--- src/rtl/cmdtx_pkg.sv ---
package cmdtx_pkg;

  localparam int CRC_W = 7;
  localparam logic [CRC_W-1:0] CRC_TAPS = 7'h09;

  typedef enum logic [2:0] {
    ST_IDLE,
    ST_DATA,
    ST_CRC,
    ST_STOP,
    ST_TAIL
  } tx_state_e;

  function automatic logic [CRC_W-1:0] crc7_step(input logic [CRC_W-1:0] cur,
                                                 input logic din);
    logic fb;
    fb = din ^ cur[CRC_W-1];
    return {cur[CRC_W-2:0], 1'b0} ^ (fb ? CRC_TAPS : '0);
  endfunction

  function automatic logic [CRC_W-1:0] crc7_shift_out(input logic [CRC_W-1:0] cur);
    return {cur[CRC_W-2:0], 1'b0};
  endfunction

endpackage

--- src/rtl/cmdtx_stage.sv ---
module cmdtx_stage #(
  parameter int BYTES  = 5,
  parameter int BYTE_W = 8
) (
  input  logic              clk,
  input  logic              rst_n,
  input  logic              wr_en,
  input  logic [BYTE_W-1:0] wr_data,
  input  logic              ptr_rst,
  input  logic              locked,
  input  logic              rd_restart,
  input  logic              rd_adv,
  output logic [BYTE_W-1:0] rd_byte
);
  localparam int PTR_W = (BYTES > 1) ? $clog2(BYTES) : 1;
  localparam logic [PTR_W-1:0] LAST = PTR_W'(BYTES - 1);

  logic [BYTES-1:0][BYTE_W-1:0] mem_q;
  logic [PTR_W-1:0] wptr_q, rptr_q;
  logic wr_accept, rst_accept;

  assign rst_accept = ptr_rst && !locked;
  assign wr_accept  = wr_en && !locked && !ptr_rst;

  always_ff @(posedge clk) begin
    if (!rst_n) begin
      wptr_q <= '0;
    end else if (rst_accept) begin
      wptr_q <= '0;
    end else if (wr_accept) begin
      wptr_q <= (wptr_q == LAST) ? '0 : wptr_q + 1'b1;
    end
  end

  generate
    for (genvar s = 0; s < BYTES; s++) begin : g_slot
      always_ff @(posedge clk) begin
        if (!rst_n) mem_q[s] <= '0;
        else if (wr_accept && (wptr_q == PTR_W'(s))) mem_q[s] <= wr_data;
      end
    end
  endgenerate

  always_ff @(posedge clk) begin
    if (!rst_n) begin
      rptr_q <= '0;
    end else if (rd_restart || rst_accept) begin
      rptr_q <= '0;
    end else if (rd_adv) begin
      rptr_q <= (rptr_q == LAST) ? '0 : rptr_q + 1'b1;
    end
  end

  assign rd_byte = mem_q[rptr_q];

  p_locked_no_write_r3: assert property (@(posedge clk) disable iff (!rst_n)
    (locked && (wr_en || ptr_rst)) |=> ($stable(mem_q) && $stable(wptr_q)));

  p_restart_slot0_r5: assert property (@(posedge clk) disable iff (!rst_n)
    rd_restart |=> (rptr_q == '0));

endmodule

--- src/rtl/cmdtx_crc7.sv ---
module cmdtx_crc7 (
  input  logic clk,
  input  logic rst_n,
  input  logic clear,
  input  logic feed_en,
  input  logic feed_bit,
  input  logic out_en,
  output logic crc_msb
);
  import cmdtx_pkg::*;

  logic [CRC_W-1:0] crc_q;

  always_ff @(posedge clk) begin
    if (!rst_n)       crc_q <= '0;
    else if (clear)   crc_q <= '0;
    else if (feed_en) crc_q <= crc7_step(crc_q, feed_bit);
    else if (out_en)  crc_q <= crc7_shift_out(crc_q);
  end

  assign crc_msb = crc_q[CRC_W-1];

  p_crc_cleared_r7: assert property (@(posedge clk) disable iff (!rst_n)
    clear |=> (crc_q == '0));

  p_crc_quiet_r9: assert property (@(posedge clk) disable iff (!rst_n)
    (!clear && !feed_en && !out_en) |=> $stable(crc_q));

endmodule

--- src/rtl/cmdtx_ctrl.sv ---
module cmdtx_ctrl #(
  parameter int BYTES  = 5,
  parameter int BYTE_W = 8
) (
  input  logic              clk,
  input  logic              rst_n,
  input  logic              tick,
  input  logic              start_en,
  input  logic              clr_done,
  input  logic [BYTE_W-1:0] rd_byte,
  input  logic              crc_msb,
  output logic              start_go,
  output logic              rd_adv,
  output logic              crc_feed,
  output logic              crc_out,
  output logic              data_bit,
  output logic              end_evt,
  output logic              locked,
  output logic              line_q,
  output logic              done_q
);
  import cmdtx_pkg::*;

  localparam int DATA_BITS = BYTES * BYTE_W;
  localparam int PH_W      = $clog2(DATA_BITS + 1);
  localparam int BI_W      = (BYTE_W > 1) ? $clog2(BYTE_W) : 1;

  tx_state_e        state_q;
  logic [PH_W-1:0]  ph_q;
  logic [BI_W-1:0]  bit_q;
  logic             start_q;
  logic             ph_last;

  assign locked   = (state_q != ST_IDLE);
  assign start_go = start_en && !start_q && !locked;
  assign data_bit = rd_byte[BYTE_W-1-int'(bit_q)];
  assign crc_feed = tick && (state_q == ST_DATA);
  assign crc_out  = tick && (state_q == ST_CRC);
  assign rd_adv   = crc_feed && (bit_q == BI_W'(BYTE_W - 1));
  assign end_evt  = tick && (state_q == ST_TAIL);
  assign ph_last  = (state_q == ST_DATA) ? (ph_q == PH_W'(DATA_BITS - 1))
                                         : (ph_q == PH_W'(CRC_W - 1));

  always_ff @(posedge clk) begin
    if (!rst_n) start_q <= 1'b0;
    else        start_q <= start_en;
  end

  always_ff @(posedge clk) begin
    if (!rst_n) begin
      state_q <= ST_IDLE;
      ph_q    <= '0;
      bit_q   <= '0;
      line_q  <= 1'b1;
    end else begin
      case (state_q)
        ST_IDLE: begin
          if (start_go) begin
            state_q <= ST_DATA;
            ph_q    <= '0;
            bit_q   <= '0;
          end
        end
        ST_DATA: begin
          if (tick) begin
            line_q <= data_bit;
            bit_q  <= (bit_q == BI_W'(BYTE_W - 1)) ? '0 : bit_q + 1'b1;
            if (ph_last) begin
              state_q <= ST_CRC;
              ph_q    <= '0;
            end else begin
              ph_q <= ph_q + 1'b1;
            end
          end
        end
        ST_CRC: begin
          if (tick) begin
            line_q <= crc_msb;
            if (ph_last) state_q <= ST_STOP;
            else         ph_q    <= ph_q + 1'b1;
          end
        end
        ST_STOP: begin
          if (tick) begin
            line_q  <= 1'b1;
            state_q <= ST_TAIL;
          end
        end
        ST_TAIL: begin
          if (tick) state_q <= ST_IDLE;
        end
        default: state_q <= ST_IDLE;
      endcase
    end
  end

  always_ff @(posedge clk) begin
    if (!rst_n)        done_q <= 1'b0;
    else if (end_evt)  done_q <= 1'b1;
    else if (clr_done) done_q <= 1'b0;
  end

  p_lock_on_start_r2: assert property (@(posedge clk) disable iff (!rst_n)
    start_go |=> locked);

  p_line_idle_high_r6: assert property (@(posedge clk) disable iff (!rst_n)
    (!locked || state_q == ST_TAIL) |-> line_q);

  p_done_at_unlock_r4: assert property (@(posedge clk) disable iff (!rst_n)
    $fell(locked) |-> done_q);

  p_no_tick_hold_r9: assert property (@(posedge clk) disable iff (!rst_n)
    (locked && !tick) |=> ($stable(line_q) && locked));

endmodule

--- src/rtl/cmd_frame_tx.sv ---
module cmd_frame_tx #(
  parameter int BYTES  = 5,
  parameter int BYTE_W = 8
) (
  input  logic              clk,
  input  logic              rst_n,
  input  logic              tick,
  input  logic              wr_en,
  input  logic [BYTE_W-1:0] wr_data,
  input  logic              ptr_rst,
  input  logic              start_en,
  input  logic              clr_done,
  input  logic              irq_en,
  output logic              cmd_line,
  output logic              lock,
  output logic              done_flag,
  output logic              irq
);
  logic [BYTE_W-1:0] rd_byte;
  logic start_go, rd_adv, crc_feed, crc_out, data_bit, end_evt, crc_msb;

  cmdtx_stage #(.BYTES(BYTES), .BYTE_W(BYTE_W)) u_stage (
    .clk        (clk),
    .rst_n      (rst_n),
    .wr_en      (wr_en),
    .wr_data    (wr_data),
    .ptr_rst    (ptr_rst),
    .locked     (lock),
    .rd_restart (start_go),
    .rd_adv     (rd_adv),
    .rd_byte    (rd_byte)
  );

  cmdtx_crc7 u_crc (
    .clk      (clk),
    .rst_n    (rst_n),
    .clear    (start_go),
    .feed_en  (crc_feed),
    .feed_bit (data_bit),
    .out_en   (crc_out),
    .crc_msb  (crc_msb)
  );

  cmdtx_ctrl #(.BYTES(BYTES), .BYTE_W(BYTE_W)) u_ctrl (
    .clk      (clk),
    .rst_n    (rst_n),
    .tick     (tick),
    .start_en (start_en),
    .clr_done (clr_done),
    .rd_byte  (rd_byte),
    .crc_msb  (crc_msb),
    .start_go (start_go),
    .rd_adv   (rd_adv),
    .crc_feed (crc_feed),
    .crc_out  (crc_out),
    .data_bit (data_bit),
    .end_evt  (end_evt),
    .locked   (lock),
    .line_q   (cmd_line),
    .done_q   (done_flag)
  );

  assign irq = done_flag && irq_en;

  p_end_sets_flag_r4: assert property (@(posedge clk) disable iff (!rst_n)
    end_evt |=> (done_flag && !lock));

  p_irq_gate_r8: assert property (@(posedge clk) disable iff (!rst_n)
    irq |-> (done_flag && irq_en));

endmodule

--- config.mk ---
export PLATFORM = sky130hd
export DESIGN_NAME = cmd_frame_tx
export DESIGN_NICKNAME = d
export VERILOG_FILES = /design/src/rtl/cmdtx_pkg.sv /design/src/rtl/cmdtx_stage.sv /design/src/rtl/cmdtx_crc7.sv /design/src/rtl/cmdtx_ctrl.sv /design/src/rtl/cmd_frame_tx.sv
export SDC_FILE = /design/constraint.sdc
export NUM_CORES = 1
export LEC_CHECK = 0
export ABC_AREA = 1
export BUFFER_PORTS_ARGS = -buffer_cell sky130_fd_sc_hd__buf_2
export CORE_MARGIN = 10
export CORE_UTILIZATION = 65
export CTS_CLUSTER_SIZE = 28
export DETAILED_ROUTE_END_ITERATION = 10
export GPL_TIMING_DRIVEN = 0
export PLACE_DENSITY = 0.84
export REMOVE_ABC_BUFFERS = 1
export SLEW_MARGIN = 20
export SYNTH_ARGS = -nofsm -noshare
export SYNTH_HDL_FRONTEND = slang
export SYNTH_SLANG_ARGS = --single-unit
--- constraint.sdc ---
create_clock -name clk -period 3.2 [get_ports clk]
set_input_delay 0.64 -clock clk [delete_from_list [all_inputs] [get_ports clk]]
set_output_delay 0.64 -clock clk [all_outputs]
set_load 0.01 [all_outputs]
==> run_results.csv, run 1 <==
group,metric,value,unit
run_status,status,"finished clean",
clock_tree,tritoncts.num_buffers,9,
grt,grt_pass1_vias,2818,
sta,timing_worst_slew_pin_value,0.867,ns
power_and_ir_drop,power.sequential.fraction,0.424,
logic_synthesis,fraction_of_synthesis_flops_using_an_asynchronous_set_or_reset_pin,0,
power_and_ir_drop,powerDensity,645,mW/mm²
sta,drv_slew,0,
grt,grt_max_degree,48,
logic_synthesis,dominantRegCellSynth,"dfxtp_1",
clock_tree,cts.clk_slew.worst_paths,0.07,ns
clock_tree,cts_tree,"built",
logic_synthesis,synthCells,475,
worst_hold_path,hold_path_class,"flip-flop to flip-flop",
cells_and_area,ant_diodes,0,
sta,worst_hold_slack,0.454,ns
power_and_ir_drop,internal_power,1.55,mW
grt,overall_fraction_of_global_route_tracks_in_use,0.184,
clock_tree,cts_buffer_depth,2,
logic_synthesis,synth_top_area_frac,0.413,
logic_synthesis,synthesis.yosys.warnings,0,
run,cap_viol_max_count,0,
sta,grt_setup_unrepaired,"false",
floorplanning,floorplan.die_area,0.00832,mm²
sta,report.final.hold_viol_count,0,
cells_and_area,post_route_cells_drive_above_1_share,0.109,
sta,worst_clock_skew,0.00779,ns
clock_tree,ctsRootBufferMaster,"clkbuf_8",
sta,post-route-min-period,2.49,ns
clock_tree,cts_max_level,3,
logic_synthesis,post-synth-top-count-cell,"nand2_1",
logic_synthesis,ys_ff_latch,68,
placed_design,dp_hpwl,5060,µm
floorplanning,initial_core_util,0.684,
critical_path,required,3.44,ns
critical_path,timing.setup.critical_path_class,"flip-flop to flip-flop",
logic_synthesis,total_standard_cell_area_after_synthesis,0.00329,mm²
critical_path,crit_path_end_kind,"flip-flop",
drt,drt_pass1_iterations,4,
sta,setup_viol,0,
clock_tree,cts_setup_buffers,0,
power_and_ir_drop,share_comb_of_total_power,0.249,
floorplanning,floorplan.die.width,91.2,µm
logic_synthesis,synthTopCellsByArea,"dfxtp_1 (41%), nand2_1 (10%), o21ai_0 (7.6%)",
critical_path,crit_path_start_kind,"flip-flop",
cells_and_area,finalNetCount,517,
power_and_ir_drop,vdd_drop_max,0.368,mV
floorplanning,ioPinCount,20,
sta,finalSetupTns,0,ns
critical_path,crit_start,"u_stage.rptr_q[0]$_SDFFE_PP0P_",
sta,max_slew_margin,0.421,
clock_tree,cts_hold_buf,0,
drt,route.detailed.vias_per_inst,5.34,
grt,grt_remaining_overflow,0,
power_and_ir_drop,switching_share,0.339,
cells_and_area,syn2layout_area_growth,10.1,%
logic_synthesis,post_synth_most_frequent_cells,"nand2_1 (92), dfxtp_1 (68), nor2_1 (61), inv_1 (59), o21ai_0 (50)",
drt,drt_iter0_drc,232,
floorplanning,core-area,0.00482,mm²
sta,finalCritPeriodShare,0.778,
drt,route.vias.total,3005,
sta,max_freq,0.402,GHz
power_and_ir_drop,power.static_leakage,1.56,nW
power_and_ir_drop,clock_power_share,0.327,
worst_hold_path,hold_path.startpoint,"u_stage.mem_q[30]$_SDFFE_PN0P_",
cells_and_area,area.sequential,0.00136,mm²
floorplanning,vertical_extent_of_the_die,91.2,µm
critical_path,critical_path.reg2reg.startpoint,"u_stage.rptr_q[0]$_SDFFE_PP0P_",
clock_tree,clock_insertion_delay_at_the_later_pin_of_the_skew_report,0.34,ns
drt,drc_errors,0,
clock_tree,cts_resized,0,
power_and_ir_drop,net-switching-power,0.793,mW
critical_path,critPathArrivalTime,2.73,ns
floorplanning,floorplan_row_count,25,
drt,route.antenna.remaining_nets,0,
grt,first_pass_grt_wire_length,12900,µm
placed_design,gp_congestion,0.891,
logic_synthesis,synth.largest_area_cell,"dfxtp_1",
logic_synthesis,synth_sequential_area_ratio,0.413,
placed_design,port-buffer-count,19,
drt,routed_wirelength,7440,µm
logic_synthesis,synth_edf_count,0,
clock_tree,clkSinkCount,68,
logic_synthesis,synthesized_area_per_cell,6.94,µm²
logic_synthesis,ys_types,33,
drt,wire_length_per_cell,13.2,µm
grt,grt_antenna_before_repair,0,
critical_path,critical_path.max_fanout,25,
cells_and_area,filler_cell_count,407,
cells_and_area,multiInputGateArea,0.00162,mm²
## cell families (layout without fill, tap and decap cells)
logic type / Yosys count / after routing / synth area share
AND/OR/NAND/NOR: 209 / 209 / 0.278
XOR/XNOR: 1 / 1 / 0.00266
AO/OA/AOI/OAI: 108 / 108 / 0.174
buffers and inverters: 79 / 100 / 0.0949
adder cells (fa/ha/maj): 10 / 10 / 0.0380
flip-flops: 68 / 68 / 0.413
## sequential cells by signal (all words and copies together), names as in the netlist
register and flops:
u_ctrl.state_q 3, u_stage.rptr_q 3, u_ctrl.ph_q 6, u_ctrl.line_q 1, u_stage.wptr_q 3, u_ctrl.start_q 1
u_ctrl.bit_q 3, u_stage.mem_q 40, u_crc.crc_q 7, u_ctrl.done_q 1
## through the flow
step / setup WS (ns) / power, mW / area (µm²) / instances / utilization
2_1_floorplan: 1.32 / 1.43 / 3230 / 461 / -
3_3_place_gp: 0.747 / 1.56 / 3400 / 547 / 0.707
3_5_place_dp: 0.738 / 1.58 / 3400 / 547 / 0.707
4_1_cts: 0.699 / 2.33 / 3630 / 563 / 0.753
5_1_grt: 0.441 / 2.48 / 3630 / 563 / 0.753
6_report: 0.710 / 2.34 / 3630 / 563 / 0.753
## worst max-delay path: stages, from the launching register on
cell and delay (ns):
dfxtp_1 0.89, inv_2 0.33, nand2_1 0.13, nand3_1 0.06
o21ai_0 0.12, nand2_1 0.08, nand2_1 0.07, nand3_1 0.07
nand3_1 0.10, nand2_1 0.08, nand2_1 0.08, nand3_1 0.10
nand2_1 0.09, nand3_1 0.07, nand2_1 0.08, inv_1 0.03
## placed cells by master, fill, tap and decap left out, drive strengths merged
cell type,instances
nand2,94
a2111oi,1
ha,10
a31o,1
nor3,8
nor4,1
a21oi,44
buf,19
xor2,1
o21a,1
a31oi,1
o21ai,55
clkinvlp,1
or2,1
a211oi,5
dfxtp,68
bufinv,1
nand3,38
nand4,1
clkbuf,13
nor3b,1
nor2,65
inv,65
clkinv,1
## layer usage
layer  track usage  up-vias  routed length [µm]
li1              -     1562                   -
met1         0.233     1358                3320
met2         0.300       73                3590
met3        0.0337       12                 442
met4        0.0744        0                  88
met5             0        -                   0
## final cells by class
| type | count | share of cell area |
|---|---|---|
| multi-input combinational | 328 | 0.447 |
| timing repair buffer | 19 | 0.0262 |
| tap | 67 | 0.0231 |
| clock inverter | 3 | 0.0117 |
| inverter | 65 | 0.0673 |
| sequential | 68 | 0.375 |
| clock buffer | 13 | 0.0493 |
## power groups by stage
stage / Clock, mW / Sequential, mW / Combinational [mW]
finish: 0.764 / 0.992 / 0.583
global route: 0.813 / 1.00 / 0.667
CTS: 0.765 / 0.989 / 0.580
detailed placement: 0 / 1.01 / 0.569
global placement: 0 / 1.00 / 0.554
floorplan: 0 / 0.993 / 0.433
## final timing paths
| path | endpoint | slack, ns | cells after the start |
|---|---|---|---|
| setup / recovery | u_crc.crc_q[3]$_SDFFE_PP0P_ | 0.71 | 15 |
| hold / removal | u_stage.mem_q[30]$_SDFFE_PN0P_ | 0.45 | 2 |
| setup reg to reg | u_crc.crc_q[3]$_SDFFE_PP0P_ | 0.71 | 15 |
| hold reg to reg | u_stage.mem_q[30]$_SDFFE_PN0P_ | 0.45 | 2 |
(Power assumes the default switching activity.)
==> inputs of run 2 (changes only) <==
CORE_UTILIZATION = 54   (was 65)
PLACE_DENSITY = 0.75   (was 0.84)
clock period = 2.1 ns   (was 3.2 ns; I/O delays follow)
==> run 2 against run 1 <==
Clock power is 47% higher. Sequential share of layout area hardly changed. Clock skew up 0.0028 ns. Cell count grew 1.6%. Total power grew 50%. Die area up 16%. Via count increased by 2.5%. Design area rose by 0.62%. Largest cell class unchanged.
==> run_results.csv, run 2 (synthesis results as in run 1) <==
group,metric,value,unit
placed_design,placement.setup.worst_slack,-0.381,ns
clock_tree,ctsRootBufferMaster,"clkbuf_8",
cells_and_area,layout_commonest_cell,"nand2_1",
cells_and_area,most_frequent_cells_in_the_layout,"nand2_1 (92), dfxtp_1 (66), nor2_1 (61)",
grt,overall_fraction_of_global_route_tracks_in_use,0.161,
sta,grt_setup_unrepaired,"false",
critical_path,crit_path_end_kind,"flip-flop",
cells_and_area,filler_cell_count,529,
cells_and_area,largestRegisters,"u_stage.mem_q: 40 flops, u_crc.crc_q: 7 flops, u_ctrl.ph_q: 6 flops",
floorplanning,core-area,0.00592,mm²
power_and_ir_drop,powerDensity,961,mW/mm²
clock_tree,clock_insertion_delay_at_the_later_pin_of_the_skew_report,0.35,ns
drt,route.vias.total,3080,
placed_design,port-buffer-count,19,
worst_hold_path,hold_path_class,"input port to flip-flop",
cells_and_area,post_layout_nonfiller_instances,572,
sta,drv_slew,0,
sta,worst_clock_skew,0.0106,ns
floorplanning,floorplan.die_area,0.00962,mm²
sta,worst_hold_slack,0.280,ns
critical_path,timing.critical_path.slowest_cell_delay,0.40,ns
grt,first_pass_grt_wire_length,13100,µm
critical_path,critical-path-top-delay-family,"simple AND/OR/NAND/NOR gates",
cells_and_area,area.sequential,0.00137,mm²
drt,route.antenna.remaining_nets,0,
cells_and_area,finalNetCount,518,
placed_design,placed_cells_incl_taps,555,
cells_and_area,syn2layout_area_growth,10.7,%
sta,max_slew_margin,0.518,
sta,final_ws_setup,0.225,ns
drt,wire_length_per_cell,13.5,µm
sta,report.final.hold_viol_count,0,
cells_and_area,largest_register_ffs,40,
critical_path,required,2.31,ns
critical_path,crit_path_start_kind,"flip-flop",
clock_tree,cts_buffer_depth,2,
cells_and_area,regMostFlops,"u_stage.mem_q",
critical_path,critical_path_cell_list,"nor2_4 > nand2_4 > nor3_4 > nand2_1 > o21ai_0 > a21oi_1",
drt,drc_errors,0,
power_and_ir_drop,power.static_leakage,1.56,nW
floorplanning,floorplan.die.width,98.1,µm
grt,grt_remaining_overflow,0,
sta,max_freq,0.533,GHz
drt,wl_met2,3590,µm
drt,topRoutingLayerUsed,"met4",
critical_path,timing.setup.critical_path_class,"flip-flop to flip-flop",
clock_tree,cts_max_level,3,
floorplanning,initial_core_util,0.556,
sta,timing_worst_slew_pin_value,0.723,ns
floorplanning,ioPinCount,20,
clock_tree,cts.clk_slew.worst_paths,0.07,ns
run,cap_viol_max_count,0,
power_and_ir_drop,vdd_drop_max,0.505,mV
sta,post-route-min-period,1.88,ns
grt,grt_pass1_vias,2893,
drt,metal3_wl,414,µm
drt,route.detailed.vias_per_inst,5.38,
sta,setup_viol,0,
drt,routed_wirelength,7720,µm
placed_design,gp_congestion,0.816,
clock_tree,tritoncts.num_buffers,9,
run_status,status,"finished clean",
drt,drt_pass1_iterations,5,
drt,route.layer.met1.wl,3560,µm
critical_path,critPathArrivalTime,2.09,ns
grt,grt_antenna_before_repair,0,
critical_path,critical_path.max_fanout,16,
drt,drt_iter0_drc,289,
cells_and_area,multiInputGateArea,0.00163,mm²
clock_tree,clkSinkCount,68,
floorplanning,floorplan_row_count,28,
critical_path,crit_path_top_delay_cell,"nand2_1",
placed_design,dp_hpwl,5110,µm
sta,finalCritPeriodShare,0.893,
grt,grt_max_degree,48,
cells_and_area,post_route_cells_drive_above_1_share,0.117,
floorplanning,vertical_extent_of_the_die,98.1,µm
cells_and_area,ant_diodes,0,
critical_path,timing.critical_path.buf_inv,0,
clock_tree,cts_tree,"built",
-- run 2: cell count changes in the layout (fill, tap and decap cells not counted), sizes merged --
cell,before,now
clkinv,1,2
-- run 2: worst min-delay path: stages --
cell and delay [ns]:
buf_2 0.09, nand2_1 0.04, inv_1 0.05
-- run 2: through the flow --
step / utilization / setup TNS, ns / instance area, µm² / power, mW
detailed placement: 0.577 / -0.987 / 3410 / 2.40
finish: 0.616 / 0 / 3650 / 3.51
global route: 0.616 / 0 / 3650 / 3.73
CTS: 0.612 / 0 / 3620 / 3.51
global placement: 0.577 / -0.986 / 3410 / 2.39
floorplan: - / 0 / 3230 / 2.17
-- run 2: power by group --
part,leakage [nW],internal (mW),total [mW],switching [mW]
Clock,0.102,0.610,1.12,0.507
Sequential,0.552,1.41,1.51,0.100
Combinational,0.905,0.274,0.885,0.611
-- run 2: worst paths after layout --
path / slack, ns / start / cells after the start / endpoint
max: 0.22 / u_ctrl.state_q[0]$_SDFFE_PN0P_ / 6 / u_stage.mem_q[25]$_SDFFE_PN0P_
min: 0.28 / start_en / 3 / u_ctrl.start_q$_SDFF_PN0_
max reg2reg: 0.22 / u_ctrl.state_q[0]$_SDFFE_PN0P_ / 6 / u_stage.mem_q[25]$_SDFFE_PN0P_
min reg2reg: 0.45 / u_stage.mem_q[17]$_SDFFE_PN0P_ / 2 / u_stage.mem_q[17]$_SDFFE_PN0P_
-- run 2: layout make-up --
| cell class | instances | share of cell area |
|---|---|---|
| clock inverters | 4 | 0.0130 |
| clock buffers | 12 | 0.0425 |
| multi-input cells | 328 | 0.447 |
| inverters | 65 | 0.0669 |
| flip-flops and latches | 68 | 0.375 |
| repair buffers | 20 | 0.0298 |
| well taps | 75 | 0.0257 |
-- run 2: per-layer routing --
| layer | vias up | global-route usage |
|---|---|---|
| met4 | 0 | 0.0749 |
| met3 | 16 | 0.0324 |
| met5 | - | 0 |
| met1 | 1412 | 0.204 |
| li1 | 1571 | - |
| met2 | 81 | 0.256 |
-- run 2: timing repair --
item	4_1_cts	5_1_grt
gates resized for setup	3	3
hold buffers	0	0
pin swaps	0	0
setup endpoints to repair	3	7
buffers inserted	0	1
